**config.mk**
```make
export PLATFORM = sky130hd
export DESIGN_NAME = rect_copy
export DESIGN_NICKNAME = d
export VERILOG_FILES = /design/src/rtl/rcopy_pkg.sv /design/src/rtl/rcopy_walk.sv /design/src/rtl/rcopy_flags.sv /design/src/rtl/rect_copy.sv
export SDC_FILE = /design/constraint.sdc
export NUM_CORES = 1
export LEC_CHECK = 0
export ABC_CLOCK_PERIOD_IN_PS = 13700
export BUFFER_PORTS_ARGS = -buffer_cell sky130_fd_sc_hd__buf_2
export CELL_PAD_IN_SITES_DETAIL_PLACEMENT = 0
export CELL_PAD_IN_SITES_GLOBAL_PLACEMENT = 1
export CORE_MARGIN = 4
export CORE_UTILIZATION = 40
export DETAILED_ROUTE_END_ITERATION = 7
export PLACE_DENSITY = 0.75
export SLEW_MARGIN = 30
export SYNTH_ARGS = -nofsm -noshare
export SYNTH_HDL_FRONTEND = slang
export SYNTH_HIERARCHICAL = 1
export SYNTH_SLANG_ARGS = --single-unit
export TNS_END_PERCENT = 50
```
**constraint.sdc**
```tcl
create_clock -name clk -period 13.7 [get_ports clk]
set_clock_uncertainty 0.2 [all_clocks]
set_input_delay 0 -clock clk [delete_from_list [all_inputs] [get_ports clk]]
set_output_delay 0 -clock clk [all_outputs]
set_load 0.02 [all_outputs]
```
**src/rtl/rcopy_pkg.sv**
```systemverilog
package rcopy_pkg;

    localparam int WORD_BYTES = 2;
    localparam int WORD_BITS  = WORD_BYTES * 8;

    typedef enum logic [1:0] {
        ST_IDLE  = 2'd0,
        ST_READ  = 2'd1,
        ST_HOLD  = 2'd2,
        ST_WRITE = 2'd3
    } rc_state_e;

    // Geometry that cannot be copied with whole words or that leaves the frame.
    function automatic logic rect_invalid(input int x, input int y,
                                          input int w, input int h,
                                          input int cols, input int rows,
                                          input int pix_bytes);
        return (w == 0) || (h == 0) || (((w * pix_bytes) % 2) != 0) ||
               (((x / 2) * 2 + w) > cols) || ((y + h) > rows);
    endfunction

endpackage

```
**src/rtl/rcopy_walk.sv**
```systemverilog
module rcopy_walk
    import rcopy_pkg::*;
#(
    parameter int ADDR_W    = 32,
    parameter int DIM_W     = 9,
    parameter int FB_COLS   = 320,
    parameter int PIX_BYTES = 3
) (
    input  logic              clk,
    input  logic              rst,
    input  logic              load,
    input  logic              step,
    input  logic [ADDR_W-1:0] src_base,
    input  logic [ADDR_W-1:0] dst_base,
    input  logic [DIM_W-1:0]  x,
    input  logic [DIM_W-1:0]  y,
    input  logic [DIM_W-1:0]  width,
    input  logic [DIM_W-1:0]  height,
    output logic [ADDR_W-1:0] src_addr,
    output logic [ADDR_W-1:0] dst_addr,
    output logic              last
);
    localparam int ROW_BYTES = FB_COLS * PIX_BYTES;
    localparam int WCNT_W    = DIM_W + 1;
    localparam int PROD_W    = WCNT_W + 2;

    logic [WCNT_W-1:0] col_q, wpr_q, wpr_n;
    logic [DIM_W-1:0]  row_q, hgt_q;
    logic [ADDR_W-1:0] skip_q, skip_n, x_off, y_off;
    logic [PROD_W-1:0] w_bytes;
    logic [DIM_W-1:0]  x_even;
    logic              row_end;

    always_comb begin
        x_even  = x & {{(DIM_W-1){1'b1}}, 1'b0};
        x_off   = ADDR_W'(x_even) * ADDR_W'(PIX_BYTES);
        y_off   = ADDR_W'(y) * ADDR_W'(ROW_BYTES);
        w_bytes = PROD_W'(width) * PROD_W'(PIX_BYTES);
        wpr_n   = WCNT_W'(w_bytes >> 1);
        skip_n  = ADDR_W'(ROW_BYTES) - ADDR_W'(w_bytes) + ADDR_W'(WORD_BYTES);
    end

    assign row_end = (col_q == wpr_q - 1'b1);
    assign last    = row_end && (row_q == hgt_q - 1'b1);

    always_ff @(posedge clk) begin
        if (rst) begin
            src_addr <= '0;
            dst_addr <= '0;
            col_q    <= '0;
            row_q    <= '0;
            wpr_q    <= '0;
            hgt_q    <= '0;
            skip_q   <= '0;
        end else if (load) begin
            src_addr <= src_base;
            dst_addr <= dst_base + x_off + y_off;
            col_q    <= '0;
            row_q    <= '0;
            wpr_q    <= wpr_n;
            hgt_q    <= height;
            skip_q   <= skip_n;
        end else if (step) begin
            src_addr <= src_addr + ADDR_W'(WORD_BYTES);
            if (row_end) begin
                col_q    <= '0;
                row_q    <= row_q + 1'b1;
                dst_addr <= dst_addr + skip_q;
            end else begin
                col_q    <= col_q + 1'b1;
                dst_addr <= dst_addr + ADDR_W'(WORD_BYTES);
            end
        end
    end

endmodule

```
**src/rtl/rcopy_flags.sv**
```systemverilog
module rcopy_flags (
    input  logic clk,
    input  logic rst,
    input  logic set_done,
    input  logic set_err,
    input  logic clr,
    output logic done,
    output logic err,
    output logic pulse
);
    // Setting outranks clearing when both land on one edge.
    always_ff @(posedge clk) begin
        if (rst) begin
            done  <= 1'b0;
            err   <= 1'b0;
            pulse <= 1'b0;
        end else begin
            pulse <= set_done;
            if (set_done)  done <= 1'b1;
            else if (clr)  done <= 1'b0;
            if (set_err)   err  <= 1'b1;
            else if (clr)  err  <= 1'b0;
        end
    end

endmodule

```
**src/rtl/rect_copy.sv**
```systemverilog
module rect_copy
    import rcopy_pkg::*;
#(
    parameter int ADDR_W    = 32,
    parameter int DIM_W     = 9,
    parameter int FB_COLS   = 320,
    parameter int FB_ROWS   = 240,
    parameter int PIX_BYTES = 3
) (
    input  logic                 clk,
    input  logic                 rst,
    input  logic [ADDR_W-1:0]    cfg_src_base,
    input  logic [ADDR_W-1:0]    cfg_dst_base,
    input  logic [DIM_W-1:0]     cfg_x,
    input  logic [DIM_W-1:0]     cfg_y,
    input  logic [DIM_W-1:0]     cfg_width,
    input  logic [DIM_W-1:0]     cfg_height,
    input  logic                 src_arm,
    input  logic                 dst_go,
    input  logic                 status_clr,
    output logic                 mem_req,
    output logic                 mem_we,
    output logic [ADDR_W-1:0]    mem_addr,
    output logic [WORD_BITS-1:0] mem_wdata,
    input  logic [WORD_BITS-1:0] mem_rdata,
    input  logic                 mem_ready,
    output logic                 run,
    output logic                 done,
    output logic                 done_pulse,
    output logic                 error
);
    rc_state_e             st_q;
    logic                  armed_q;
    logic [ADDR_W-1:0]     src_q, dst_q, src_addr, dst_addr;
    logic [DIM_W-1:0]      x_q, y_q, w_q, h_q;
    logic [WORD_BITS-1:0]  data_q;
    logic                  bad, launch, load, set_err, step, last, set_done;

    assign bad      = rect_invalid(int'(x_q), int'(y_q), int'(w_q), int'(h_q),
                                   FB_COLS, FB_ROWS, PIX_BYTES);
    assign launch   = (st_q == ST_IDLE) && dst_go && armed_q;
    assign load     = launch && !bad;
    assign set_err  = launch && bad;
    assign step     = (st_q == ST_WRITE) && mem_ready;
    assign set_done = step && last;

    always_ff @(posedge clk) begin
        if (rst) begin
            st_q    <= ST_IDLE;
            armed_q <= 1'b0;
            src_q   <= '0;
            dst_q   <= '0;
            x_q     <= '0;
            y_q     <= '0;
            w_q     <= '0;
            h_q     <= '0;
            data_q  <= '0;
        end else begin
            case (st_q)
                ST_IDLE: begin
                    if (launch) begin
                        armed_q <= 1'b0;
                        if (!bad) st_q <= ST_READ;
                    end else if (src_arm) begin
                        armed_q <= 1'b1;
                        src_q   <= cfg_src_base;
                        dst_q   <= cfg_dst_base;
                        x_q     <= cfg_x;
                        y_q     <= cfg_y;
                        w_q     <= cfg_width;
                        h_q     <= cfg_height;
                    end
                end
                ST_READ:  if (mem_ready) st_q <= ST_HOLD;
                ST_HOLD: begin
                    data_q <= mem_rdata;
                    st_q   <= ST_WRITE;
                end
                ST_WRITE: if (mem_ready) st_q <= last ? ST_IDLE : ST_READ;
                default:  st_q <= ST_IDLE;
            endcase
        end
    end

    rcopy_walk #(
        .ADDR_W(ADDR_W), .DIM_W(DIM_W), .FB_COLS(FB_COLS), .PIX_BYTES(PIX_BYTES)
    ) u_walk (
        .clk(clk), .rst(rst), .load(load), .step(step),
        .src_base(src_q), .dst_base(dst_q), .x(x_q), .y(y_q),
        .width(w_q), .height(h_q),
        .src_addr(src_addr), .dst_addr(dst_addr), .last(last)
    );

    rcopy_flags u_flags (
        .clk(clk), .rst(rst), .set_done(set_done), .set_err(set_err),
        .clr(status_clr), .done(done), .err(error), .pulse(done_pulse)
    );

    assign mem_req   = (st_q == ST_READ) || (st_q == ST_WRITE);
    assign mem_we    = (st_q == ST_WRITE);
    assign mem_addr  = (st_q == ST_WRITE) ? dst_addr : src_addr;
    assign mem_wdata = data_q;
    assign run       = (st_q != ST_IDLE);

endmodule

```
==> flow_metrics.tcl <==
set metrics [dict create \
    cp-end-kind "flip-flop" \
    cpMostUsedCell "ha_1" \
    cell_internal_pwr_mw 1.69 \
    reg2reg_slack_ps 7500 \
    htree_levels 1 \
    fin_ws_ps 7500 \
    drc 0 \
    coreArea_mm2 0.0400 \
    nNetsFinal 2684 \
    drive_above_1_share_pct 11.9 \
    place_congestion 0.869 \
    drtPass1Iterations 5 \
    dpl.hpwl_mm 35.8 \
    final_util_pct 51.7 \
    r2r_end "u_walk/dst_addr[31]" \
    powerDensity_mw_per_mm2 127 \
    antenna_cells 0 \
    critPathMaxStageDelay_ps 510 \
    ios 176 \
    combinationalPowerShare_pct 35.8 \
    portBuffers 174 \
    wirelength_mm 49.8 \
    crit_family "compound AO/OA/AOI/OAI gates" \
    power.leakage_nw 8.85 \
    setup_viol 0 \
    finalCritPeriodShare_pct 45.2 \
    min_period_ps 6200 \
    numCtsBuffers 29 \
    grt_util_all_layers_pct 22.3 \
    clock_path_buffers 3 \
    slew_headroom_pct 37.7 \
    slowest_stage "dfxtp_1" \
    grt_start_max_net_pins 117 \
    sw_frac_of_total_pct 35.4 \
    status "finished, final reports clean" \
    crit_chain "inv_1 -> fa_1 -> fa_1 -> inv_1 -> ha_1 -> nor2b_1 -> o21ai_0 -> a21boi_0 -> o21ai_0 -> nand2b_1 -> a21oi_1 -> o21bai_1 -> xor2_1 -> ha_1 -> ha_1 -> a21o_1 -> a21o_1 -> a21oi_1 -> a2bb2oi_1 -> o31a_1 -> nor2_1 -> xnor2_1 -> a2111oi_0 -> and3_1" \
    rsz0062_at_grt "no" \
    netSwitchingPower_mw 0.925 \
    postCtsSetupBuffers 0 \
    pre_cts_ws_ps 7550 \
    dieArea_mm2 0.0440 \
    tns_ps 0 \
    final_max_slew_viol_count 0 \
    startpoint "y_q[2]" \
    final_antenna_net_count 0 \
    area_growth_pct 27.0 \
    power.share.sequential_pct 32.0 \
    vias_per_cell 5.30 \
    rows 73 \
    design_area_mm2 0.0207 \
    syn_avg_cell_area_um2 7.83 \
    clk_latency_ps 570 \
    die_w_um 210 \
    drt_iter0_drc 890 \
    hold_viol 0 \
    maxCapViolations 0 \
    cp_num_buf_inv 2 \
    grt_pass1_vias 15800 \
    vias 15700 \
    required_ps 14010 \
    synth_fp_nets 2353 \
    post_cts_resized 0 \
    hold_path_depth 5 \
    min_path_type "primary input to flip-flop" \
    reg2regPathDepth 24 \
    antenna_found_initial 0 \
    start_kind "flip-flop" \
    critical_path_depth 24 \
    synthesis.area_mm2 0.0163 \
    root_buffer "clkbuf_16" \
    routedWlPerCell_um 16.9 \
    cts_tree "yes" \
    power_mw 2.61 \
    clkPwrFrac_pct 32.2 \
    path_class "flip-flop to flip-flop" \
    clk_pin_slew_ps 60 \
    grt_pass1_wl_mm 81.7 \
    synth_cells 2079 \
    die_h_um 210 \
    grt_overflow 0 \
    fmax_ghz 0.161 \
    critical_path_arrival_ps 6510 \
    yosys_warnings 6 \
    worst_slew_pin_slew_ps 935 \
    cp_max_fo 6 \
    crit_path_end "u_walk/dst_addr[31]" \
    post_dp_cell_area_mm2 0.0176 \
    initial_core_util_pct 40.7 \
    cts_sinks 236 \
    timing.rr.start "y_q[2]" \
    vdd_drop_max_mv 0.109 \
]
worst register-to-register path, cell delays in order (launching register included):
cell and delay [ps]:
dfxtp_1 510, inv_1 160, fa_1 500, fa_1 510, inv_1 40, ha_1 320
nor2b_1 140, o21ai_0 210, a21boi_0 150, o21ai_0 170, nand2b_1 110, a21oi_1 170
o21bai_1 120, xor2_1 160, ha_1 280, ha_1 380, a21o_1 200, a21o_1 180
a21oi_1 180, a2bb2oi_1 190, o31a_1 300, nor2_1 110, xnor2_1 180, a2111oi_0 450
and3_1 210
how the worst min path moves through the flow:
stage / end / start / slack (ps)
3_5_place_dp: armed_q / dst_go / 30
5_1_grt: y_q[3] / cfg_y[3] / 20
3_3_place_gp: armed_q / dst_go / 20
2_1_floorplan: u_flags/pulse / rst / -130
6_report: h_q[0] / src_arm / 4
4_1_cts: h_q[4] / cfg_height[4] / 1
sequential cells by signal (all words and copies together), names as in the netlist, 2 cells and up:
signal,flops
dst_q,32
u_walk/dst_addr,32
src_q,32
x_q,8
y_q,9
w_q,9
st_q,2
u_walk/hgt_q,9
h_q,9
mem_wdata,16
u_walk/wpr_q,10
u_walk/col_q,10
u_walk/skip_q,13
u_walk/row_q,9
u_walk/src_addr,32
layout make-up:
cell class / count / area (um2)
Fill cell: 3849 / 19300
Inverter: 101 / 379
Clock inverter: 12 / 220
Tap cell: 525 / 657
Sequential cell: 236 / 4720
Multi-Input combinational cell: 1652 / 10800
Timing Repair Buffer: 390 / 3030
Clock buffer: 42 / 825
power by group through the flow:
stage               logic (mW)  clock network (mW)  registers, mW
global placement         0.854                   0          0.850
finish                   0.937               0.843          0.835
global route              1.07               0.895          0.845
detailed placement       0.869                   0          0.851
floorplan                0.662                   0          0.818
CTS                      0.946               0.864          0.836
stage by stage:
step	hold slack, ps	std cells
2_1_floorplan	-133	2079
3_3_place_gp	22.3	2698
3_5_place_dp	33.1	2698
4_1_cts	1.48	2958
5_1_grt	21.3	2958
6_report	3.77	2958
repair_timing:
item	CTS	global route
hold buffers	206	0
setup endpoints to repair	0	0
hold endpoints to repair	158	0
placed cells by master (no fill, tap or decap), types with 9 or more instances in the layout:
cell,count
clkbuf_16,29
mux2i_1,44
nor2_1,194
a21o_1,26
nand4_1,28
and3_1,28
xor2_1,87
ha_1,125
or3_1,16
nand3_1,53
nor2b_1,16
dfxtp_1,236
a21oi_1,225
o21bai_1,14
fa_1,26
a211oi_1,26
or4_1,9
inv_1,101
nor3_1,48
nor4_1,11
dlygate4sd3_1,206
o21a_1,13
o21ai_0,76
nand2_1,320
buf_2,173
o211ai_1,10
mux2_2,33
xnor2_1,64
nand2b_1,17
a31oi_1,14
routing by layer:
metal / global-route usage, % / up-vias / part of all wire [%]
met5: 0 / - / 0
met4: 5.90 / 0 / 2.3
met3: 2.35 / 72 / 3.5
met2: 40.0 / 304 / 49
met1: 28.7 / 7338 / 45
li1: - / 7966 / -
(Power assumes the default switching activity.)
